===== src/rtl/rbd_pkg.sv =====
package rbd_pkg;
    typedef enum logic [1:0] {
        MM_OFF   = 2'd0,
        MM_TOR   = 2'd1,
        MM_WORD  = 2'd2,
        MM_POW2  = 2'd3
    } match_mode_e;
endpackage


===== src/rtl/rbd_ones_run.sv =====
module rbd_ones_run #(
    parameter int W  = 16,
    localparam int TW = $clog2(W + 1)
) (
    input  logic [W-1:0]  val_i,
    output logic [TW-1:0] run_o,
    output logic          all_ones_o
);
    // Lowest zero bit position equals the number of trailing ones.
    always_comb begin
        run_o      = TW'(W);
        all_ones_o = &val_i;
        for (int b = W - 1; b >= 0; b--) begin
            if (!val_i[b]) begin
                run_o = TW'(b);
            end
        end
    end
endmodule


===== src/rtl/rbd_span_calc.sv =====
module rbd_span_calc #(
    parameter int AW = 16,
    localparam int BW = AW + 2,
    localparam int TW = $clog2(AW + 1)
) (
    input  rbd_pkg::match_mode_e mode_i,
    input  logic [AW-1:0]        addr_i,
    input  logic [AW-1:0]        prev_i,
    output logic [BW-1:0]        lo_o,
    output logic [BW-1:0]        hi_o
);
    logic [TW-1:0] run;
    logic          full;
    logic [AW:0]   clr_mask;
    logic [BW:0]   span_mask;
    logic [TW+1:0] span_sh;
    logic [AW-1:0] pow2_base;

    rbd_ones_run #(.W(AW)) u_run (
        .val_i      (addr_i),
        .run_o      (run),
        .all_ones_o (full)
    );

    always_comb begin
        span_sh   = {2'b00, run} + (TW+2)'(3);
        clr_mask  = ((AW+1)'(1) << run) - (AW+1)'(1);
        span_mask = ((BW+1)'(1) << span_sh) - (BW+1)'(1);
        pow2_base = addr_i & ~clr_mask[AW-1:0];
    end

    always_comb begin
        lo_o = '0;
        hi_o = '1;
        unique case (mode_i)
            rbd_pkg::MM_OFF: begin
                lo_o = '0;
                hi_o = '1;
            end
            rbd_pkg::MM_TOR: begin
                lo_o = {prev_i, 2'b00};
                hi_o = {addr_i, 2'b00} - BW'(1);
            end
            rbd_pkg::MM_WORD: begin
                lo_o = {addr_i, 2'b00};
                hi_o = {addr_i, 2'b11};
            end
            rbd_pkg::MM_POW2: begin
                if (full) begin
                    lo_o = '0;
                    hi_o = '1;
                end else begin
                    lo_o = {pow2_base, 2'b00};
                    hi_o = {pow2_base, 2'b00} | span_mask[BW-1:0];
                end
            end
            default: begin
                lo_o = '0;
                hi_o = '1;
            end
        endcase
    end
endmodule


===== src/rtl/rbd_rule_tally.sv =====
module rbd_rule_tally #(
    parameter int N  = 8,
    localparam int CW = $clog2(N + 1)
) (
    input  logic [2*N-1:0] mode_flat_i,
    output logic [CW-1:0]  count_o
);
    always_comb begin
        count_o = '0;
        for (int i = 0; i < N; i++) begin
            if (mode_flat_i[2*i +: 2] != 2'b00) begin
                count_o = count_o + CW'(1);
            end
        end
    end
endmodule


===== src/rtl/region_bound_decoder.sv =====
module region_bound_decoder #(
    parameter int NUM_ENTRIES = 8,
    parameter int ADDR_W      = 16,
    localparam int BW = ADDR_W + 2,
    localparam int IW = (NUM_ENTRIES > 1) ? $clog2(NUM_ENTRIES) : 1,
    localparam int CW = $clog2(NUM_ENTRIES + 1)
) (
    input  logic                          clk,
    input  logic                          rst_n,
    input  logic                          upd_valid_i,
    input  logic [IW-1:0]                 upd_idx_i,
    input  logic [2*NUM_ENTRIES-1:0]      mode_flat_i,
    input  logic [ADDR_W*NUM_ENTRIES-1:0] addr_flat_i,
    output logic [BW*NUM_ENTRIES-1:0]     lo_flat_o,
    output logic [BW*NUM_ENTRIES-1:0]     hi_flat_o,
    output logic [CW-1:0]                 active_cnt_o
);
    typedef struct packed {
        logic [NUM_ENTRIES-1:0][BW-1:0] lo;
        logic [NUM_ENTRIES-1:0][BW-1:0] hi;
        logic [CW-1:0]                  cnt;
    } bounds_t;

    bounds_t st_d, st_q;

    rbd_pkg::match_mode_e sel_mode;
    logic [ADDR_W-1:0]    sel_addr;
    logic [ADDR_W-1:0]    sel_prev;
    logic [BW-1:0]        calc_lo;
    logic [BW-1:0]        calc_hi;
    logic [CW-1:0]        tally;

    // Select the strobed entry and its lower neighbour.
    always_comb begin
        sel_mode = rbd_pkg::MM_OFF;
        sel_addr = '0;
        sel_prev = '0;
        for (int i = 0; i < NUM_ENTRIES; i++) begin
            if (IW'(i) == upd_idx_i) begin
                sel_mode = rbd_pkg::match_mode_e'(mode_flat_i[2*i +: 2]);
                sel_addr = addr_flat_i[i*ADDR_W +: ADDR_W];
                if (i > 0) begin
                    sel_prev = addr_flat_i[((i > 0) ? i - 1 : 0)*ADDR_W +: ADDR_W];
                end
            end
        end
    end

    rbd_span_calc #(.AW(ADDR_W)) u_span (
        .mode_i (sel_mode),
        .addr_i (sel_addr),
        .prev_i (sel_prev),
        .lo_o   (calc_lo),
        .hi_o   (calc_hi)
    );

    rbd_rule_tally #(.N(NUM_ENTRIES)) u_tally (
        .mode_flat_i (mode_flat_i),
        .count_o     (tally)
    );

    always_comb begin
        st_d = st_q;
        if (upd_valid_i) begin
            for (int i = 0; i < NUM_ENTRIES; i++) begin
                if (IW'(i) == upd_idx_i) begin
                    st_d.lo[i] = calc_lo;
                    st_d.hi[i] = calc_hi;
                end
            end
            st_d.cnt = tally;
        end
    end

    always_ff @(posedge clk or negedge rst_n) begin
        if (!rst_n) begin
            for (int i = 0; i < NUM_ENTRIES; i++) begin
                st_q.lo[i] <= '0;
                st_q.hi[i] <= '1;
            end
            st_q.cnt <= '0;
        end else begin
            st_q <= st_d;
        end
    end

    always_comb begin
        for (int i = 0; i < NUM_ENTRIES; i++) begin
            lo_flat_o[i*BW +: BW] = st_q.lo[i];
            hi_flat_o[i*BW +: BW] = st_q.hi[i];
        end
    end
    assign active_cnt_o = st_q.cnt;

    // nothing moves without a strobe.
    a_r7_hold: assert property (@(posedge clk) disable iff (!rst_n)
        !upd_valid_i |=> ($stable(lo_flat_o) && $stable(hi_flat_o) && $stable(active_cnt_o)));

    for (genvar g = 0; g < NUM_ENTRIES; g++) begin : g_chk
        logic [BW:0] span_len;
        assign span_len = {1'b0, hi_flat_o[g*BW +: BW]} - {1'b0, lo_flat_o[g*BW +: BW]} + (BW+1)'(1);

        // off entries span everything.
        a_r1_off_full: assert property (@(posedge clk) disable iff (!rst_n)
            (upd_valid_i && upd_idx_i == IW'(g) && mode_flat_i[2*g +: 2] == 2'd0)
            |=> (lo_flat_o[g*BW +: BW] == '0 && hi_flat_o[g*BW +: BW] == '1));

        // four-byte words span exactly four bytes.
        a_r3_word_span: assert property (@(posedge clk) disable iff (!rst_n)
            (upd_valid_i && upd_idx_i == IW'(g) && mode_flat_i[2*g +: 2] == 2'd2)
            |=> (span_len == (BW+1)'(4)));

        // power-of-two regions have a power-of-two length.
        a_r4_pow2_len: assert property (@(posedge clk) disable iff (!rst_n)
            (upd_valid_i && upd_idx_i == IW'(g) && mode_flat_i[2*g +: 2] == 2'd3)
            |=> ($countones(span_len) == 1));

        // other entries keep their bounds across a strobe.
        a_r7_others_kept: assert property (@(posedge clk) disable iff (!rst_n)
            (upd_valid_i && upd_idx_i != IW'(g))
            |=> ($stable(lo_flat_o[g*BW +: BW]) && $stable(hi_flat_o[g*BW +: BW])));
    end
endmodule


===== config.mk =====
export PLATFORM = sky130hd
export DESIGN_NAME = region_bound_decoder
export DESIGN_NICKNAME = d
export VERILOG_FILES = /design/src/rtl/rbd_pkg.sv /design/src/rtl/rbd_ones_run.sv /design/src/rtl/rbd_span_calc.sv /design/src/rtl/rbd_rule_tally.sv /design/src/rtl/region_bound_decoder.sv
export SDC_FILE = /design/constraint.sdc
export NUM_CORES = 1
export LEC_CHECK = 0
export BUFFER_PORTS_ARGS = -buffer_cell sky130_fd_sc_hd__buf_4
export CAP_MARGIN = 10
export CORE_MARGIN = 2
export CORE_UTILIZATION = 40
export CTS_CLUSTER_DIAMETER = 40
export DETAILED_ROUTE_END_ITERATION = 16
export PLACE_DENSITY = 0.63
export SLEW_MARGIN = 30
export SYNTH_ARGS = -nofsm -noshare
export SYNTH_HDL_FRONTEND = slang
export SYNTH_SLANG_ARGS = --single-unit
export TNS_END_PERCENT = 30

===== constraint.sdc =====
create_clock -name clk -period 1.3 [get_ports clk]
set_input_delay 0.26 -clock clk [delete_from_list [all_inputs] [get_ports clk]]
set_output_delay 0.26 -clock clk [all_outputs]
set_load 0.05 [all_outputs]

== Word-level counts from Yosys, hierarchy flattened ==
Index checks and enable logic that the tools add are counted.
W data, S select, Z words.
Word-level totals
  word-level logic and storage cells: 113
  output and inout bits: 292
  register bits after elaboration: 292
  bits of input ports: 150
Cells by class
  mux-type cells: 51
  reduce and logical (&&, ||, !) cells: 19
  $add $sub $neg: 11
  equality and inequality tests: 10
  bitwise gates (word level): 3
  shifts and indexed selects: 2
Operators by type and width (count)
  $mux W16: 15
  $pmux W18 S4: 2
  $mux W5: 16
  $mux W18: 2
  $mux W4: 7
  $add A4 B1 Y4 const B: 6
  $or A18 B18 Y18: 1
  $shl A1 B7 Y18 const A: 1
  $sub A18 B1 Y18 const B: 1
  $sub A18 B2 Y18 const B: 1
  $and A16 B16 Y16: 1
  $mux W2: 8
  $not A16 Y16: 1
  $reduce_and A16 Y1: 1
  $reduce_and A2 Y1: 8
  $reduce_bool A2 Y1: 8
  $shl A1 B5 Y16 const A: 1
  $sub A16 B2 Y16 const B: 1
  $eq A3 B3 Y1 const A: 4
  $add A5 B2 Y6 const B: 1
  $eq A2 B3 Y1 const A: 2
  $eq A2 B2 Y1 const B: 2
  $eq A1 B3 Y1 const A: 1
  $logic_not A3 Y1: 1
  4 further kinds: 4

== Logic depth before layout (Yosys ltp) ==
  word-level depth: 32
  gate-level depth with buffers: 19
  mapped depth without buffers: 19

== Cells and area by module ==
Synthesis repeated with hierarchy kept, for this count alone.
Unflattened totals
  cells, all modules: 1264
  area total of the unflattened synthesis: 15502.4 µm²
By module, submodules not included
  region_bound_decoder: cells an instance 917, times used 1, area each 13192.7 µm², seq. area each 7487.2 µm²
  rbd_span_calc: cells an instance 238, times used 1, area each 1475.2 µm², seq. area each 0.0 µm²
  rbd_rule_tally: cells an instance 77, times used 1, area each 658.1 µm², seq. area each 0.0 µm²
  rbd_ones_run: cells an instance 32, times used 1, area each 176.4 µm², seq. area each 0.0 µm²

== Worst setup path before layout ==
OpenSTA, ideal clock, no wires.
  path type: input -> register
  start point: input mode_flat_i[1]
  end point: register st_q, in the netlist active_cnt_o[2]
  stages: 18
  data required time: 1.223 ns
  path slack: -2.539 ns
  data arrival time: 3.761 ns
  cells stage by stage: or2_2 > ha_1 > xor2_1 > ha_1 > mux2_2 > ha_1 > o21ai_0 > a21bo_2 > ha_1 > mux2i_1 > inv_1 > ha_1 > nor2_1 > a21oi_1 > ha_1 > o21ai_0 > xor2_1 > a21oi_1
Between the ends
  cells in the longest elaborated chain, start to end: 16
Ends and longest elaborated chain
  from (decl): line region_bound_decoder.sv:12  | input logic [2*NUM_ENTRIES-1:0] mode_flat_i,
  $reduce_bool A2 Y1 (*): line rbd_rule_tally.sv:11  | if (mode_flat_i[2*i +: 2] != 2'b00) begin
  $mux W1 (*): line rbd_rule_tally.sv:11
  $add A1 B1 Y2: line rbd_rule_tally.sv:12  | count_o = count_o + CW'(1);
  $mux W4 (*): line rbd_rule_tally.sv:11
  $add A4 B1 Y4: line rbd_rule_tally.sv:12
  $mux W4 (*): line rbd_rule_tally.sv:11
  $add A4 B1 Y4: line rbd_rule_tally.sv:12
  $mux W4 (*): line rbd_rule_tally.sv:11
  $add A4 B1 Y4: line rbd_rule_tally.sv:12
  $mux W4 (*): line rbd_rule_tally.sv:11
  $add A4 B1 Y4: line rbd_rule_tally.sv:12
  $mux W4 (*): line rbd_rule_tally.sv:11
  $add A4 B1 Y4: line rbd_rule_tally.sv:12
  $mux W4 (*): line rbd_rule_tally.sv:11
  $add A4 B1 Y4: line rbd_rule_tally.sv:12
  $mux W4 (*): line rbd_rule_tally.sv:11
  to (signal assigned): line region_bound_decoder.sv:83  | st_q <= st_d;
  to (decl): line region_bound_decoder.sv:24  | bounds_t st_d, st_q;
Mark *: on every way between the ends. The rest lies on a longest branch, timed or not.
A chain may end at the register's enable or synchronous reset.

== Worst setup path in the final report ==
  start point: input mode_flat_i[3]
  end point: register st_q, in the netlist active_cnt_o[2]
Between the ends
  cells in the longest elaborated chain, start to end: 14
Ends and longest elaborated chain (line)
  $reduce_bool A2 Y1 (*): rbd_rule_tally.sv:11
  $mux W4 (*): rbd_rule_tally.sv:11
  $add A4 B1 Y4: rbd_rule_tally.sv:12
  $mux W4 (*): rbd_rule_tally.sv:11
  $add A4 B1 Y4: rbd_rule_tally.sv:12
  $mux W4 (*): rbd_rule_tally.sv:11
  $add A4 B1 Y4: rbd_rule_tally.sv:12
  $mux W4 (*): rbd_rule_tally.sv:11
  $add A4 B1 Y4: rbd_rule_tally.sv:12
  $mux W4 (*): rbd_rule_tally.sv:11
  $add A4 B1 Y4: rbd_rule_tally.sv:12
  $mux W4 (*): rbd_rule_tally.sv:11
  $add A4 B1 Y4: rbd_rule_tally.sv:12
  $mux W4 (*): rbd_rule_tally.sv:11
Marks and branches as above.

==> reports/metrics.sh <==
WORST_SETUP_HOLD_PATH_CLK_SLEW_NS=0.06
SYNTHARSTFLOPSHARE_PCT=100
REG_TO_REG_CRITICAL_PATH_STARTPOINT='hi_flat_o[127]'
POSTSYNTH.TOPFLOPCELL='sky130_fd_sc_hd__dfstp_2'
PLACE_INST=2626
NUMBER_OF_INSERTED_FILLER_CELLS_IN_THE_FINAL_LAYOUT=2723
WORSTPATHCELLLIST='buf_6, or2_4, ha_4, xor2_2, ha_1, mux2_4, ha_4, o21ai_2, a21bo_4, ha_4, mux2i_4, inv_2, ha_4, nor2_4, a21oi_4, ha_4, o21ai_2, xor2_1, a21oi_1'
LAYOUT_COMMONEST_CELL='sky130_fd_sc_hd__buf_4'
AREA_OF_THE_CORE_REGION_UM2=35600
CHIPWIDTH_UM=194
SYN_INST=1525
P_TOTAL_uW=44600
WORST_SETUP_PATH_START_KIND='input pin'
INSERTION_DELAY_NS=0.55
TRITONCTS='yes'
UNREPAIRED_SETUP_ENDPOINTS_AFTER_GLOBAL_ROUTING='yes'
ROUTED_VIA_DENSITY=5.49
CTS_INSERTED_BUFFERS=31
GRT-OVFL-TOTAL=0
DRTITER0DRC=996
GP_ROUTABILITY_CONGESTION=1.01
FMAX_MHz=332
MAXSLEWHEADROOM_PCT=60.4
WORST_CASE_SETUP_SLACK_AFTER_PLACEMENT_NS=-2.37
YOSYSWARNINGS=0
MAX_CAP_VIOL_COUNT=0
STATUS='finished, violations left'
FAILED_CHECKS='setup timing'
CRITPATHREQUIREDTIME_NS=1.77
IO-PIN-COUNT=442
FIRST_PASS_GRT_WIRE_LENGTH_UM=91800
N_ANTENNA_CELL=0
CLOCK_TREE.HTREE_LEVEL_COUNT=1
TIMING.FINAL.MAX_SLEW_VIOLATIONS=0
CLOCK-SKEW-FINAL_NS=0
SYNTHTOLAYOUTAREAGROWTH_PCT=74.0
PIN_SLEW_WITH_THE_LEAST_HEADROOM_TO_ITS_LIMIT_NS=0.593
POSTLAYOUTSETUPSLACKWORST_NS=-1.71
CRITICAL-PATH-MAX-STAGE-DELAY_NS=0.29
STARTING_DENSITY_OF_THE_CORE_PCT=40.5
YOSYS.CELL_TYPES.COUNT=87
MOSTFREQUENTLAYOUTCELLS='sky130_fd_sc_hd__buf_4 (721), sky130_fd_sc_hd__nand2_1 (310), sky130_fd_sc_hd__o21ai_2 (192)'
VDD.IR_DROP.WORST_mV=1.73
POST_ROUTE_WL_UM=61600
CP_DATA_ARRIVAL_TIME_NS=3.48
SITE_ROWS=69
CLK_PATH_BUF_DEPTH=3
CRIT_TOP_CELL='sky130_fd_sc_hd__ha_4'
AVGROUTEDWIREPERCELL_UM=22.1
DIE_HEIGHT_UM=194
POST-ROUTE-MIN-PERIOD_NS=3.01
ANTENNA_FOUND_INITIAL=1
GRT_MAX_DEGREE=66
FLIP_FLOP_AND_LATCH_COUNT_AFTER_SYNTHESIS=276
CP_MAX_FO=3
DETAIL_ROUTE.FIRST_PASS.ITERATIONS=5
SYNTH_SEQ_AREA_SHARE_PCT=49.1
CTS.SINKS=276
GRT_USAGE_PCT=31.6
ANT_NETS=0
CP-STARTPOINT='mode_flat_i[3]'
ROUTED-VIA-COUNT=15300
TIMING_WORST_SETUP_PATH_TYPE='in -> reg'
CP_SLOWEST_CELL='sky130_fd_sc_hd__mux2_4'
POSTSYNTHAREAPERCELL_UM2=9.46
HPWLAFTERDP_UM=45100
LAYOUT_WORST_PATH_CYCLE_SHARE_PCT=232
REG2REGPATHDEPTH=2
FLOORPLAN_DIE_AREA_UM2=37600
POWER.DENSITY_nW_PER_UM2=1780
FIRST_GLOBAL_VIAS=15100
SYNTH_EDF_COUNT=0
LAYOUT.CELLS.NON_FILLER=2794
HOLDCRITPATHCLASS='in -> async'
CRITPATHCAPTURETYPE='flop'
CTS_ROOT_BUFFER='sky130_fd_sc_hd__clkbuf_16'
FINAL_HOLD_FAILS=0
SHARE_OF_POST_ROUTE_CELLS_WITH_DRIVE_STRENGTH_ABOVE_1_PCT=64.0
SETUP_VIOL_COUNT_FINAL=537
IO_BUFFERS=425
REG2REG_SLACK_NS=0.51
DESIGN.FINAL.NETS=2474
WORST_R2R_ENDPOINT='hi_flat_o[127]'
REMAINING_DRC_ERRORS=0
SYNTHESIS.AREA_UM2=14400
STATIC_LEAKAGE_uW=0.0115
[stage by stage]
stage / setup TNS [ns] / instance area [um2] / util [%] / hold slack, ns
6_report: -362.90 / 25100 / 70.6 / 0.197
5_1_grt: -393.21 / 25100 / 70.6 / 0.206
4_1_cts: -353.48 / 24200 / 68.1 / 0.191
3_5_place_dp: -542.63 / 20700 / 58.3 / 0.166
3_3_place_gp: -538.28 / 20700 / 58.3 / 0.163
2_1_floorplan: -405.56 / 14700 / - / -0.0356
[synth_stat cells, drive strengths merged, types with 6 or more instances]
cell / instances / area share [%]
nand2: 330 / 8.6
o21ai: 314 / 11
dfstp: 144 / 26
dfrtp: 132 / 23
clkbuf: 74 / 1.9
nor2: 64 / 1.7
buf: 48 / 2.6
a21oi: 45 / 1.6
mux2: 26 / 2.0
mux2i: 26 / 1.8
mux4: 23 / 3.7
nor3: 23 / 0.83
inv: 18 / 0.47
xnor2: 18 / 1.1
nand2b: 16 / 0.69
nand3: 16 / 0.56
a22oi: 15 / 0.85
a31oi: 11 / 0.52
ha: 11 / 0.95
a221o: 10 / 0.69
o211ai: 10 / 0.52
and2: 9 / 0.39
nor2b: 9 / 0.39
o22ai: 9 / 0.39
a211oi: 8 / 0.42
a221oi: 8 / 0.49
xor2: 8 / 0.49
o21a: 6 / 0.31
[worst max-delay path, delay by kind of cell]
family / cells / cell delay (ns)
simple gates: 2 / 0.29
xor+xnor: 2 / 0.28
buf+inv: 2 / 0.16
fa+ha+maj: 6 / 1.36
mux: 2 / 0.45
compound gates: 5 / 0.67
[power breakdown]
group          leakage, uW  internal, uW  total [uW]  switching, uW
clock             0.000498          5160        8640           3490
combinational      0.00782          8070       23000          15000
sequential         0.00321         11600       12900           1370
[metal layers]
metal	vias up	wire length (um)	GRT usage, %
met5	-	11	0
met4	2	2690	12.9
met3	136	3990	4.97
met2	652	29900	53.2
met1	7524	25000	40.7
li1	7012	-	-
[worst max-delay path by stage]
| stage | to |
|---|---|
| 4_1_cts | active_cnt_o[2] |
| 5_1_grt | active_cnt_o[3] |
| 3_5_place_dp | active_cnt_o[1] |
| 6_report | active_cnt_o[2] |
| 3_3_place_gp | active_cnt_o[1] |
| 2_1_floorplan | active_cnt_o[1] |
[kinds of logic (layout without fill, tap and decap cells)]
| logic type | after synthesis | count (layout) | share of synthesized area, % |
|---|---|---|---|
| simple gates | 503 | 503 | 15.2 |
| compound gates | 491 | 491 | 20.6 |
| flops | 276 | 276 | 49.1 |
| buf+inv | 141 | 933 | 4.99 |
| mux | 75 | 75 | 7.51 |
| xor+xnor | 26 | 26 | 1.58 |
| fa+ha+maj | 11 | 11 | 0.954 |
| other cells | 2 | 18 | 0.0521 |
[final cells by class]
type	count	area [um2]	area share, %
Clock buffer	38	832	3.32
Clock inverter	15	181	0.723
Inverter	19	83.8	0.334
Multi-Input combinational cell	1124	8810	35.1
Sequential cell	276	7090	28.2
Tap cell	461	577	2.30
Timing Repair Buffer	861	7530	30.0
[sequential cells by signal (all words and copies together) (netlist names)]
name / flops
lo_flat_o: 128
hi_flat_o: 144
active_cnt_o: 4
[repair_timing]
item / CTS / global route
hold buffers: 1 / 0
gates cloned: 4 / 0
hold endpoints to repair: 144 / 0
gates resized for setup: 525 / 146
setup buffers: 81 / 54
pin swaps: 172 / 103
endpoints found under the setup margin: 538 / 540
No activity file was read; power rests on OpenSTA's default activity.
